## config.mk

```make
export PLATFORM = sky130hd
export DESIGN_NAME = ool_detector
export DESIGN_NICKNAME = d
export VERILOG_FILES = /design/src/rtl/ool_pkg.sv /design/src/rtl/ool_width_meter.sv /design/src/rtl/ool_cycle_judge.sv /design/src/rtl/ool_hold_release.sv /design/src/rtl/ool_detector.sv
export SDC_FILE = /design/constraint.sdc
export NUM_CORES = 1
export LEC_CHECK = 0
export ABC_AREA = 1
export BUFFER_PORTS_ARGS = -buffer_cell sky130_fd_sc_hd__buf_4
export CORE_AREA = 2 2 39 41
export CTS_BUF_LIST = sky130_fd_sc_hd__clkbuf_4 sky130_fd_sc_hd__clkbuf_8
export DETAILED_ROUTE_END_ITERATION = 7
export DIE_AREA = 0 0 41 43
export GPL_TIMING_DRIVEN = 0
export PLACE_DENSITY = 0.7
export SYNTH_ARGS = -nofsm -noshare
export SYNTH_HDL_FRONTEND = slang
export SYNTH_SLANG_ARGS = --single-unit
export TNS_END_PERCENT = 50
```

## constraint.sdc

```tcl
create_clock -name clk -period 1.4 [get_ports clk]
set_clock_uncertainty 0.15 [all_clocks]
set_input_delay 0.14 -clock clk [delete_from_list [all_inputs] [get_ports clk]]
set_output_delay 0.14 -clock clk [all_outputs]
set_load 0.02 [all_outputs]
```

## src/rtl/ool_pkg.sv

```systemverilog
package ool_pkg;

  // Lock decision held by the release stage.
  typedef enum logic {
    LOCK_HELD = 1'b0,
    LOCK_LOST = 1'b1
  } lock_state_e;

  // Bits needed to count from 0 to n inclusive.
  function automatic int unsigned cnt_bits(input int unsigned n);
    return (n < 2) ? 1 : $clog2(n + 1);
  endfunction

endpackage

```

## src/rtl/ool_width_meter.sv

```systemverilog
// Measures the length of the current active phase-error pulse and flags
// every sample beyond the allowed width.
module ool_width_meter #(
  parameter int unsigned THRESH = 20
) (
  input  logic clk,
  input  logic rst_n,
  input  logic up_i,
  input  logic dn_i,
  output logic over_o
);
  import ool_pkg::*;

  localparam int unsigned WW = cnt_bits(THRESH);
  localparam logic [WW-1:0] LIMIT = WW'(THRESH);

  logic          active;
  logic [WW-1:0] run_q;

  // Union of both correction directions forms one pulse.
  assign active = up_i | dn_i;

  // Saturating run length: stops at LIMIT so long pulses never wrap.
  always_ff @(posedge clk or negedge rst_n) begin
    if (!rst_n) begin
      run_q <= '0;
    end else if (!active) begin
      run_q <= '0;
    end else if (run_q != LIMIT) begin
      run_q <= run_q + 1'b1;
    end
  end

  // LIMIT samples already seen and the current one is active too.
  assign over_o = active && (run_q == LIMIT);

endmodule

```

## src/rtl/ool_cycle_judge.sv

```systemverilog
// Grades each reference period as good or bad.
module ool_cycle_judge (
  input  logic clk,
  input  logic rst_n,
  input  logic over_i,
  input  logic tick_i,
  output logic end_o,
  output logic good_o
);

  logic seen_bad_q;

  // Remembers an over-width sample until the period closes.
  always_ff @(posedge clk or negedge rst_n) begin
    if (!rst_n) begin
      seen_bad_q <= 1'b0;
    end else if (tick_i) begin
      seen_bad_q <= 1'b0;
    end else if (over_i) begin
      seen_bad_q <= 1'b1;
    end
  end

  assign end_o  = tick_i;
  assign good_o = !(seen_bad_q || over_i);

endmodule

```

## src/rtl/ool_hold_release.sv

```systemverilog
// Sets the lock-lost state at once, clears it after a run of good periods.
module ool_hold_release #(
  parameter int unsigned GOOD_CYCLES = 6
) (
  input  logic clk,
  input  logic rst_n,
  input  logic over_i,
  input  logic end_i,
  input  logic good_i,
  output logic lost_o
);
  import ool_pkg::*;

  localparam int unsigned CW = cnt_bits(GOOD_CYCLES);
  localparam logic [CW-1:0] LAST = CW'(GOOD_CYCLES - 1);

  lock_state_e   state_q;
  logic [CW-1:0] run_q;

  always_ff @(posedge clk or negedge rst_n) begin
    if (!rst_n) begin
      state_q <= LOCK_LOST;
      run_q   <= '0;
    end else if (over_i) begin
      state_q <= LOCK_LOST;
      run_q   <= '0;
    end else if (end_i && (state_q == LOCK_LOST)) begin
      if (!good_i) begin
        run_q <= '0;
      end else if (run_q == LAST) begin
        state_q <= LOCK_HELD;
        run_q   <= '0;
      end else begin
        run_q <= run_q + 1'b1;
      end
    end
  end

  assign lost_o = (state_q == LOCK_LOST);

endmodule

```

## src/rtl/ool_detector.sv

```systemverilog
// Out-of-lock monitor: width meter, period judge and release hysteresis.
module ool_detector #(
  parameter int unsigned THRESH      = 20,
  parameter int unsigned GOOD_CYCLES = 6
) (
  input  logic clk,
  input  logic rst_n,
  input  logic pfd_up,
  input  logic pfd_dn,
  input  logic ref_tick,
  output logic ool_status,
  output logic lock_fail_n
);

  logic over;
  logic per_end;
  logic per_good;
  logic lost;

  ool_width_meter #(.THRESH(THRESH)) u_meter (
    .clk    (clk),
    .rst_n  (rst_n),
    .up_i   (pfd_up),
    .dn_i   (pfd_dn),
    .over_o (over)
  );

  ool_cycle_judge u_judge (
    .clk    (clk),
    .rst_n  (rst_n),
    .over_i (over),
    .tick_i (ref_tick),
    .end_o  (per_end),
    .good_o (per_good)
  );

  ool_hold_release #(.GOOD_CYCLES(GOOD_CYCLES)) u_release (
    .clk    (clk),
    .rst_n  (rst_n),
    .over_i (over),
    .end_i  (per_end),
    .good_i (per_good),
    .lost_o (lost)
  );

  // Status bit is active high; the fail line models an open-drain pull-down.
  assign ool_status  = lost;
  assign lock_fail_n = !lost;

endmodule

```

# After elaboration in Yosys (flattened, before gate mapping)
# Cells that the tools add are included.
dict set report word_totals {
  out_inout_bits 2
  input_bits 5
  wordCells 32
  regBits 10
}
dict set report classes {
  add_sub_neg 2
  eq_ne 5
  n_reduce_logical 8
  n_bitwise 1
  mux 12
}
# operator n
set op_table {}
lappend op_table {{$mux W3} 4}
lappend op_table {{$mux W5} 2}
lappend op_table {{$mux W1} 6}
lappend op_table {{$reduce_bool A2 Y1} 3}
lappend op_table {{$add A5 B1 Y5 const B} 1}
lappend op_table {{$eq A5 B5 Y1 const B} 1}
lappend op_table {{$ne A5 B5 Y1 const B} 1}
lappend op_table {{$add A3 B1 Y3 const B} 1}
lappend op_table {{$eq A3 B3 Y1 const B} 1}
lappend op_table {{$reduce_and A3 Y1} 1}
lappend op_table {{$logic_and A1 B1 Y1} 2}
lappend op_table {{$ne A2 B1 Y1 const B} 1}
lappend op_table {{$ne A2 B2 Y1 const B} 1}
lappend op_table {{$logic_not A1 Y1} 1}
lappend op_table {{$logic_or A1 B1 Y1} 1}
lappend op_table {{$or A1 B1 Y1} 1}

# Depth between registers and ports, before layout
# Gate-level depths: netlist (run 1).
dict set report depth {
  word_depth 6
  mapped_depth 9
  depth_no_buf 9
}

# Hierarchy
# From an unflattened synthesis (run 1), not the netlist that was laid out.
dict set report unflattened {
  hier_cells 80
  hier_area_um2 569.3
}
# mod seq_area_each_um2 cells_per_inst area_per_inst_um2 n_inst
set modules_own_cells {}
lappend modules_own_cells {ool_width_meter 125.1 46 320.3 1}
lappend modules_own_cells {ool_hold_release 101.3 29 202.7 1}
lappend modules_own_cells {ool_cycle_judge 25.0 4 42.5 1}
lappend modules_own_cells {ool_detector 0.0 1 3.8 1}

# Worst setup path before layout (run 1)
# OpenSTA, ideal clock, no wires.
dict set report synth_path {
  path_kind {flip-flop to flip-flop}
  start {register u_meter.run_q[0]}
  end {register u_release.run_q[1]}
  setup_time_ps 118
  setup_slack_ps 111
  t_required_ps 1132
  arrival_ps 1021
  synth_period_minus_slack_ps 1289
  path_stages_with_launch 10
  n_path_buf 0
  path_cell_list {dfrtp_1 -> inv_1 -> ha_1 -> nand2_1 -> inv_1 -> nand3_4 -> nand2_2 -> inv_2 -> nand2_1 -> nand2_1}
}
dict set report synth_via {
  elab_chain_cells 6
  word_cells_on_any_way 7
  cone_classes {1 x eq/ne; 3 x mux; 3 x reduce/logical}
}
# element line_no
set synth_lines {}
lappend synth_lines {{start, declared} ool_width_meter.sv:18} ;# logic [WW-1:0] run_q;
lappend synth_lines {{start signal, assigned} ool_width_meter.sv:30} ;# run_q <= run_q + 1'b1;
lappend synth_lines {{$eq A5 B5 Y1 *} ool_width_meter.sv:35} ;# assign over_o = active && (run_q == LIMIT);
lappend synth_lines {{$logic_and A1 B1 Y1 *} ool_width_meter.sv:35}
lappend synth_lines {{$logic_or A1 B1 Y1} ool_cycle_judge.sv:25} ;# assign good_o = !(seen_bad_q || over_i);
lappend synth_lines {{$mux W3} ool_hold_release.sv:28} ;# if (!good_i) begin
lappend synth_lines {{$mux W3} ool_hold_release.sv:27} ;# end else if (end_i && (state_q == LOCK_LOST)) begin
lappend synth_lines {{$mux W3} ool_hold_release.sv:24} ;# end else if (over_i) begin
lappend synth_lines {{end signal, assigned} ool_hold_release.sv:34} ;# run_q <= run_q + 1'b1;
lappend synth_lines {{end, declared} ool_hold_release.sv:18} ;# logic [CW-1:0] run_q;
# Mark *: on every way between the ends. The rest lies on a longest branch, timed or not. The select of a mux whose other input is x is not followed.
# A chain may end at the register's enable or synchronous reset.

# Worst setup path after layout (run 1)
dict set report layout_path {
  start {register u_meter.run_q[1]}
  end {register u_release.run_q[1]}
}
# The elaborated chain is that of the path after synthesis.

==> metrics.txt, run 1 <==
Synth Cell Area=548 um^2; Final #Nets=92; Fmax=741 MHz; DIE AREA=1760 um^2; largest net degree at the start of global routing=11; critical path class=flip-flop to flip-flop; DP HPWL=758 um; maximum clock insertion buffer count=2; Final min period=1.35 ns; clock transition at the registers of the reported paths=0.07 ns; first-pass GRT wire length=1750 um; Ports=7; crit-path max FO=8; max-slew violation count=0; synth cell count leaders=21 x nand2_1, 14 x inv_1, 9 x dfrtp_1; uppermost layer routed=met4; Final period util=0.964; top-count cell post-synth=nand2_1; Leak=0.376 nW; post-synth top area share=0.411; YS warnings=0; DRC errors left=0; met2 wire len=504 um; 1st-iter DRT viols=4; cell count after synthesis=71; Layout Cells excl Fill=100; GRT Util Overall=0.156; H-tree depth=1; site row count=14; Synth area leaders=dfrtp_1 41%, nand2_1 14%, inv_1 9.6%; number of CTS-inserted buffers=3; vias in the first global route=435; crit end category=flip-flop; crit path DAT=1.36 ns; met3 wire len=29 um; # port buffers=6; Syn Area/Cell=7.72 um^2; Detailed Route WL=1010 um; Worst VDD drop=578 uV; Req. time, crit path=1.41 ns; relative slew slack=0.802; post-synthesis cell type count=16; Synthesized Nets=78; # diodes=0; Antenna Nets Post-Route=0; EDFF count, synth=0; post-synthesis async set-or-reset flop share=1.00; Die Width=41 um; vias per inst=4.76; GRT overflow=0; share of post-route cells with drive strength above 1=0.310; clock latency on the worst-skew pair=0.27 ns; placed cell count=93; initial antenna violation count=0; Hold Vio Cnt, Final=0; Die Ht=43 um; met1 wire length=445 um; hold slack final=0.0795 ns; Power per Cell Area=1500 nW/um^2; CTS tree=done; register area share after synthesis=0.459; status=finished clean; drt pass-1 iters=2; max-cap viol count=0; wire per inst=10.1 um; Hold WC Path Type=input port to async pin; RSZ-0062 raised after global routing=true; Initial Util=0.396; GPL Wtd Cong=0.726; CTS Root Cell=clkbuf_4; vias=476; Main synth FF type=dfrtp_1; area grow syn2layout=27.2%; total core area=1380 um^2; Worst-Margin Slew=0.295 ns; CTS Sinks=10; Finish-stage setup viols=0; Startpoint Class=flip-flop; Seq cells post-synth=10; leading area contributor after synthesis=dfrtp_1; # fillers=133
==> power breakdown <==
| part | switching [mW] | internal (mW) |
|---|---|---|
| Combinational | 0.205 | 0.164 |
| Clock | 0.101 | 0.130 |
| Sequential | 0.0778 | 0.370 |
==> flip-flops by register name, indices dropped and copies added, names as in the netlist <==
name and count:
u_release.lost_o 1, u_meter.run_q 5, u_judge.seen_bad_q 1, u_release.run_q 3
==> worst max-delay path: stages, from the launching register on <==
cell and delay, ns:
dfrtp_1 0.40, inv_2 0.09, ha_4 0.14, nand2_2 0.04
inv_2 0.08, nand3_4 0.11, nand2_2 0.09, inv_2 0.04
nand2_1 0.05, nand2_1 0.05
==> path summary, 6_finish.rpt <==
check / from / to / slack (ns) / cells after the start
max: u_meter.run_q[1] / u_release.run_q[1] / 0.05 / 9
min: rst_n / u_release.run_q[0] / 0.08 / 2
max reg2reg: u_meter.run_q[1] / u_release.run_q[1] / 0.05 / 9
min reg2reg: u_release.run_q[2] / u_release.run_q[2] / 0.36 / 2
max in group asynchronous: rst_n / u_release.lost_o / 0.79 / 2
min in group clk: pfd_dn / u_meter.run_q[4] / 0.14 / 5
==> what timing repair did <==
action	in CTS	in global routing
hold buffers	2	0
pin swaps	0	7
gates resized for setup	2	8
setup buffers	1	0
setup endpoints to repair	5	7
endpoints found under the hold margin	11	0
==> stage by stage <==
step / power [mW] / instance area (um^2) / setup TNS (ns) / util / setup WS [ns]
after floorplan: 0.645 / 548 / 0 / - / 0.111
after global placement: 0.723 / 613 / 0 / 0.443 / 0.0285
after global routing: 1.15 / 697 / -0.189 / 0.504 / -0.0485
final: 1.05 / 697 / 0 / 0.504 / 0.0504
after CTS: 1.00 / 671 / 0 / 0.485 / 0.0249
after detailed placement: 0.746 / 613 / -0.0165 / 0.443 / -0.00543
==> layout make-up <==
| cell class | instances | area [um^2] | area share |
|---|---|---|---|
| multi-input cells | 46 | 267 | 0.382 |
| flip-flops and latches | 10 | 251 | 0.361 |
| repair buffers | 9 | 72.6 | 0.104 |
| inverters | 15 | 56.3 | 0.0808 |
| clock buffers | 4 | 30.0 | 0.0431 |
| well taps | 16 | 20.0 | 0.0287 |
==> metal layers <==
metal  GRT usage  up-vias
li1            -      246
met1       0.174      218
met2       0.231        8
met3      0.0471        4
met4       0.120        0
met5           0        -
==> cells in the final DEF (no fill, tap or decap), types with 4 or more instances in the layout <==
cell type,synthesis,final
nand3_1,4,4
o21ai_0,4,4
nand2_1,21,17
inv_2,1,4
clkbuf_4,0,4
dfrtp_1,9,9
inv_1,14,11
buf_4,0,7
nor2_1,4,4
nand2_2,2,6
==> logic make-up after synthesis <==
kind of cell,count (synthesis),synth area share
AO/OA/AOI/OAI,8,0.0776
adder cells (fa/ha/maj),2,0.0457
buffers and inverters,15,0.103
flip-flops,10,0.459
AND/OR/NAND/NOR,36,0.315
(Power assumes the default switching activity.)
==> run 2: changes to the inputs <==
MAX_ROUTING_LAYER = met4   (was unset)
==> metrics.txt, run 2 (synthesis gave the netlist of run 1 again) <==
clock network power share=0.220; biggest regs=u_meter.run_q: 5 flops, u_release.run_q: 3 flops; area grow syn2layout=27.2%; Hold WC Path Type=input port to async pin; initial antenna violation count=0; max-cap viol count=0; pre-CTS setup slack=-0.00543 ns; GRT Util Overall=0.156; H-tree depth=1; total core area=1380 um^2; CTS Sinks=10; Hold Vio Cnt, Final=0; vias in the first global route=438; critical path class=flip-flop to flip-flop; clock transition at the registers of the reported paths=0.07 ns; relative slew slack=0.802; Fmax=740 MHz; crit path DAT=1.37 ns; Layout Cells excl Fill=100; Worst VDD drop=578 uV; Final period util=0.965; share of post-route cells with drive strength above 1=0.310; max FFs per register=5; GRT overflow=0; Buf+Inv Stages, Crit Path=3; Top reg by flops=u_meter.run_q; # diodes=0; Detailed Route WL=1010 um; site row count=14; Leak=0.376 nW; max-slew violation count=0; CP max-delay cell=dfrtp_1; CTS Root Cell=clkbuf_4; Worst-Margin Slew=0.295 ns; Post-Layout Inst Area=697 um^2; Sw Share=0.367; DIE AREA=1760 um^2; Finish-stage setup viols=0; most frequent CP cell=inv_2; final worst slack=0.0487 ns; cell-internal power=664 uW; Largest stage delay, worst path=0.40 ns; placed cell areas=613 um^2; number of CTS-inserted buffers=3; maximum clock insertion buffer count=2; drt pass-1 iters=2; Final #Nets=92; commonest non-fill, non-tap cell in the layout=nand2_1; clock latency on the worst-skew pair=0.27 ns; status=finished clean; wire per inst=10.1 um; largest net degree at the start of global routing=11; CTS tree=done; first-pass GRT wire length=1730 um; vias per inst=4.76; 1st-iter DRT viols=4; commonest non-fill, non-tap cells in the layout=17 x nand2_1, 11 x inv_1, 9 x dfrtp_1; Die Ht=43 um; NetSw=385 uW; Startpoint Class=flip-flop; crit end category=flip-flop; combinational power share=0.352; # port buffers=6; Initial Util=0.396; DP HPWL=758 um; Seq pwr share=0.427; Final min period=1.35 ns; vias=476; placed cell count=93; GPL Wtd Cong=0.734; Die Width=41 um; hold slack final=0.0792 ns; delay-heaviest family, CP=flip-flops; Ports=7; RSZ-0062 raised after global routing=true; Power per Cell Area=1500 nW/um^2; Antenna Nets Post-Route=0; DRC errors left=0; Layout Utilization=0.504; crit-path max FO=8; Req. time, crit path=1.41 ns; Critical Path, Cell by Cell=inv_2, ha_4, nand2_2, inv_2, nand3_4, nand2_2, inv_2, nand2_1, nand2_1
==> run 2: cell counts in the layout (fill, tap and decap cells not counted) <==
Identical to the previous run, type by type.
==> run 2: through the flow <==
step | power [mW] | setup TNS [ns]
2_1_floorplan | 0.645 | 0
6_report | 1.05 | 0
3_3_place_gp | 0.723 | 0
5_1_grt | 1.15 | -0.189
3_5_place_dp | 0.746 | -0.0165
4_1_cts | 1.00 | 0
==> run 2: what timing repair did <==
item,4_1_cts,5_1_grt
hold endpoints to repair,11,0
cloned,0,0
setup endpoints to repair,5,7
gates resized for setup,2,8
pin swaps,0,7
hold buffers,2,0
buffers inserted,1,0
==> run 2: final cells by class <==
class	instances	area, um^2
inverters	15	56.3
repair buffers	9	72.6
flip-flops and latches	10	251
well taps	16	20.0
clock buffers	4	30.0
multi-input cells	46	267
fillers	133	687
==> run 2: final timing paths <==
kind / from / endpoint / slack [ns] / cells after the start
setup / recovery: u_meter.run_q[1] / u_release.run_q[1] / 0.05 / 9
hold / removal: rst_n / u_release.run_q[0] / 0.08 / 2
setup reg to reg: u_meter.run_q[1] / u_release.run_q[1] / 0.05 / 9
hold reg to reg: u_release.run_q[2] / u_release.run_q[2] / 0.36 / 2
max in group asynchronous: rst_n / u_release.lost_o / 0.79 / 2
min in group clk: pfd_dn / u_meter.run_q[4] / 0.14 / 5
==> run 2: power by group through the flow <==
stage          logic, mW  registers [mW]  clock network (mW)
6_report           0.369           0.448               0.231
5_1_grt            0.434           0.467               0.246
3_5_place_dp       0.299           0.447                   0
2_1_floorplan      0.205           0.441                   0
3_3_place_gp       0.286           0.436                   0
4_1_cts            0.327           0.441               0.235
==> run 2: worst reg2reg max path, delay by kind of cell, from the launching register on <==
family | cells | cell delay, ns
AND/OR/NAND/NOR | 5 | 0.34
buffers and inverters | 3 | 0.21
flip-flops | 1 | 0.40
adder cells (fa/ha/maj) | 1 | 0.14
==> run 2: routing by layer <==
layer  track usage  wire (um)
met2         0.231        502
met1         0.174        450
met4         0.120         30
met5             -          0
met3        0.0314         27
==> run 3: changes to the inputs <==
GPL_TIMING_DRIVEN = unset   (was 0)
==> metrics.txt, run 3 (synthesis gave the netlist of run 1 again) <==
Leak=0.382 nW; # diodes=0; vias per inst=4.62; # fillers=133; delay-heaviest family, CP=flip-flops; Startpoint Class=flip-flop; # port buffers=6; H-tree depth=1; Req. time, crit path=1.41 ns; max-slew violation count=0; Tot Pwr=1.06 mW; GRT overflow=0; Antenna Nets Post-Route=0; Hold Vio Cnt, Final=0; vias in the first global route=412; Post-Layout Inst Area=699 um^2; Hold WC Path Type=input port to async pin; CTS Sinks=10; CTS Root Cell=clkbuf_4; placed cell areas=621 um^2; drt pass-1 iters=4; Largest stage delay, worst path=0.41 ns; largest net degree at the start of global routing=11; hold slack final=0.0910 ns; max FFs per register=5; Die Width=41 um; clock transition at the registers of the reported paths=0.07 ns; 1st-iter DRT viols=10; crit end category=flip-flop; Final period util=0.937; Power per Cell Area=1520 nW/um^2; CP max-delay cell=dfrtp_1; maximum clock insertion buffer count=2; CTS tree=done; total core area=1380 um^2; biggest regs=u_meter.run_q: 5 flops, u_release.run_q: 3 flops; initial antenna violation count=0; crit path DAT=1.32 ns; wire per inst=9.65 um; GPL Wtd Cong=0.745; clock latency on the worst-skew pair=0.27 ns; Final #Nets=93; relative slew slack=0.841; Initial Util=0.396; commonest non-fill, non-tap cells in the layout=20 x nand2_1, 11 x inv_1, 9 x dfrtp_1; Critical Path, Cell by Cell=inv_2, ha_4, nand2_2, inv_2, nand3_4, nand2_2, inv_2, nand2_1, nand2_1; Fmax=762 MHz; Ports=7; most frequent CP cell=inv_2; first-pass GRT wire length=1640 um; site row count=14; Finish-stage setup viols=0; vias=467; DRC errors left=0; Worst VDD drop=694 uV; GRT Util Overall=0.142; Buf+Inv Stages, Crit Path=3; Detailed Route WL=975 um; area grow syn2layout=27.6%; DIE AREA=1760 um^2; share of post-route cells with drive strength above 1=0.271; Top reg by flops=u_meter.run_q; Worst-Margin Slew=0.237 ns; DP HPWL=733 um; Final min period=1.31 ns; status=finished clean; Die Ht=43 um; crit-path max FO=8; number of CTS-inserted buffers=3; critical path class=flip-flop to flip-flop; max-cap viol count=0; commonest non-fill, non-tap cell in the layout=nand2_1
[run 3: cell types whose count changed in the layout (fill, tap and decap cells not counted)]
cell | previous run | this run
clkbuf_8 | 0 | 1
nand2_1 | 17 | 20
nand2_2 | 6 | 3
a21oi_2 | 1 | 0
buf_4 | 7 | 8
a21oi_1 | 2 | 3
clkbuf_4 | 4 | 3
[run 3: layer usage]
layer / global-route usage / wire length, um / up-vias
li1: - / - / 248
met1: 0.175 / 462 / 206
met2: 0.197 / 454 / 9
met3: 0.0471 / 36 / 4
met4: 0.0800 / 22 / 0
met5: - / 0 / -
[run 3: repair_timing]
| item | in CTS | in global routing |
|---|---|---|
| endpoints found under the hold margin | 11 | 0 |
| hold buffers | 2 | 0 |
| setup buffers | 0 | 1 |
| setup endpoints to repair | 0 | 5 |
| gates resized for setup | 0 | 6 |
[run 3: worst paths after layout]
check | from | endpoint | slack (ns) | cells after the start
min in group clk | pfd_dn | u_meter.run_q[4] | 0.13 | 5
max reg2reg | u_meter.run_q[0] | u_release.run_q[2] | 0.09 | 9
max in group asynchronous | rst_n | u_release.lost_o | 0.79 | 2
min reg2reg | u_release.lost_o | u_release.lost_o | 0.35 | 2
max | u_meter.run_q[0] | u_release.run_q[2] | 0.09 | 9
min | rst_n | u_meter.run_q[3] | 0.09 | 2
[run 3: area by class of cell]
cell class              instances  area (um^2)  share of cell area
flip-flops and latches         10          251               0.360
inverters                      15         56.3              0.0805
multi-input cells              46          255               0.365
repair buffers                 10         80.1               0.114
clock buffers                   4         36.3              0.0519
well taps                      16         20.0              0.0286
[run 3: per-stage QoR]
| stage | TNS, ns | utilization | setup slack [ns] | instances |
|---|---|---|---|---|
| finish | 0 | 0.505 | 0.0877 | 101 |
| global route | -0.00343 | 0.505 | -0.00274 | 101 |
| CTS | 0 | 0.489 | 0.0335 | 100 |
| detailed placement | 0 | 0.448 | 0.0442 | 94 |
| global placement | 0 | 0.448 | 0.0686 | 94 |
| floorplan | 0 | - | 0.111 | 71 |
[run 3: report_power, final]
group	switching [mW]	leakage, nW	internal (mW)	total, mW
clock network	0.108	0.0210	0.158	0.266
registers	0.0689	0.130	0.370	0.439
logic	0.200	0.231	0.156	0.356
total	0.376	0.382	0.684	1.06
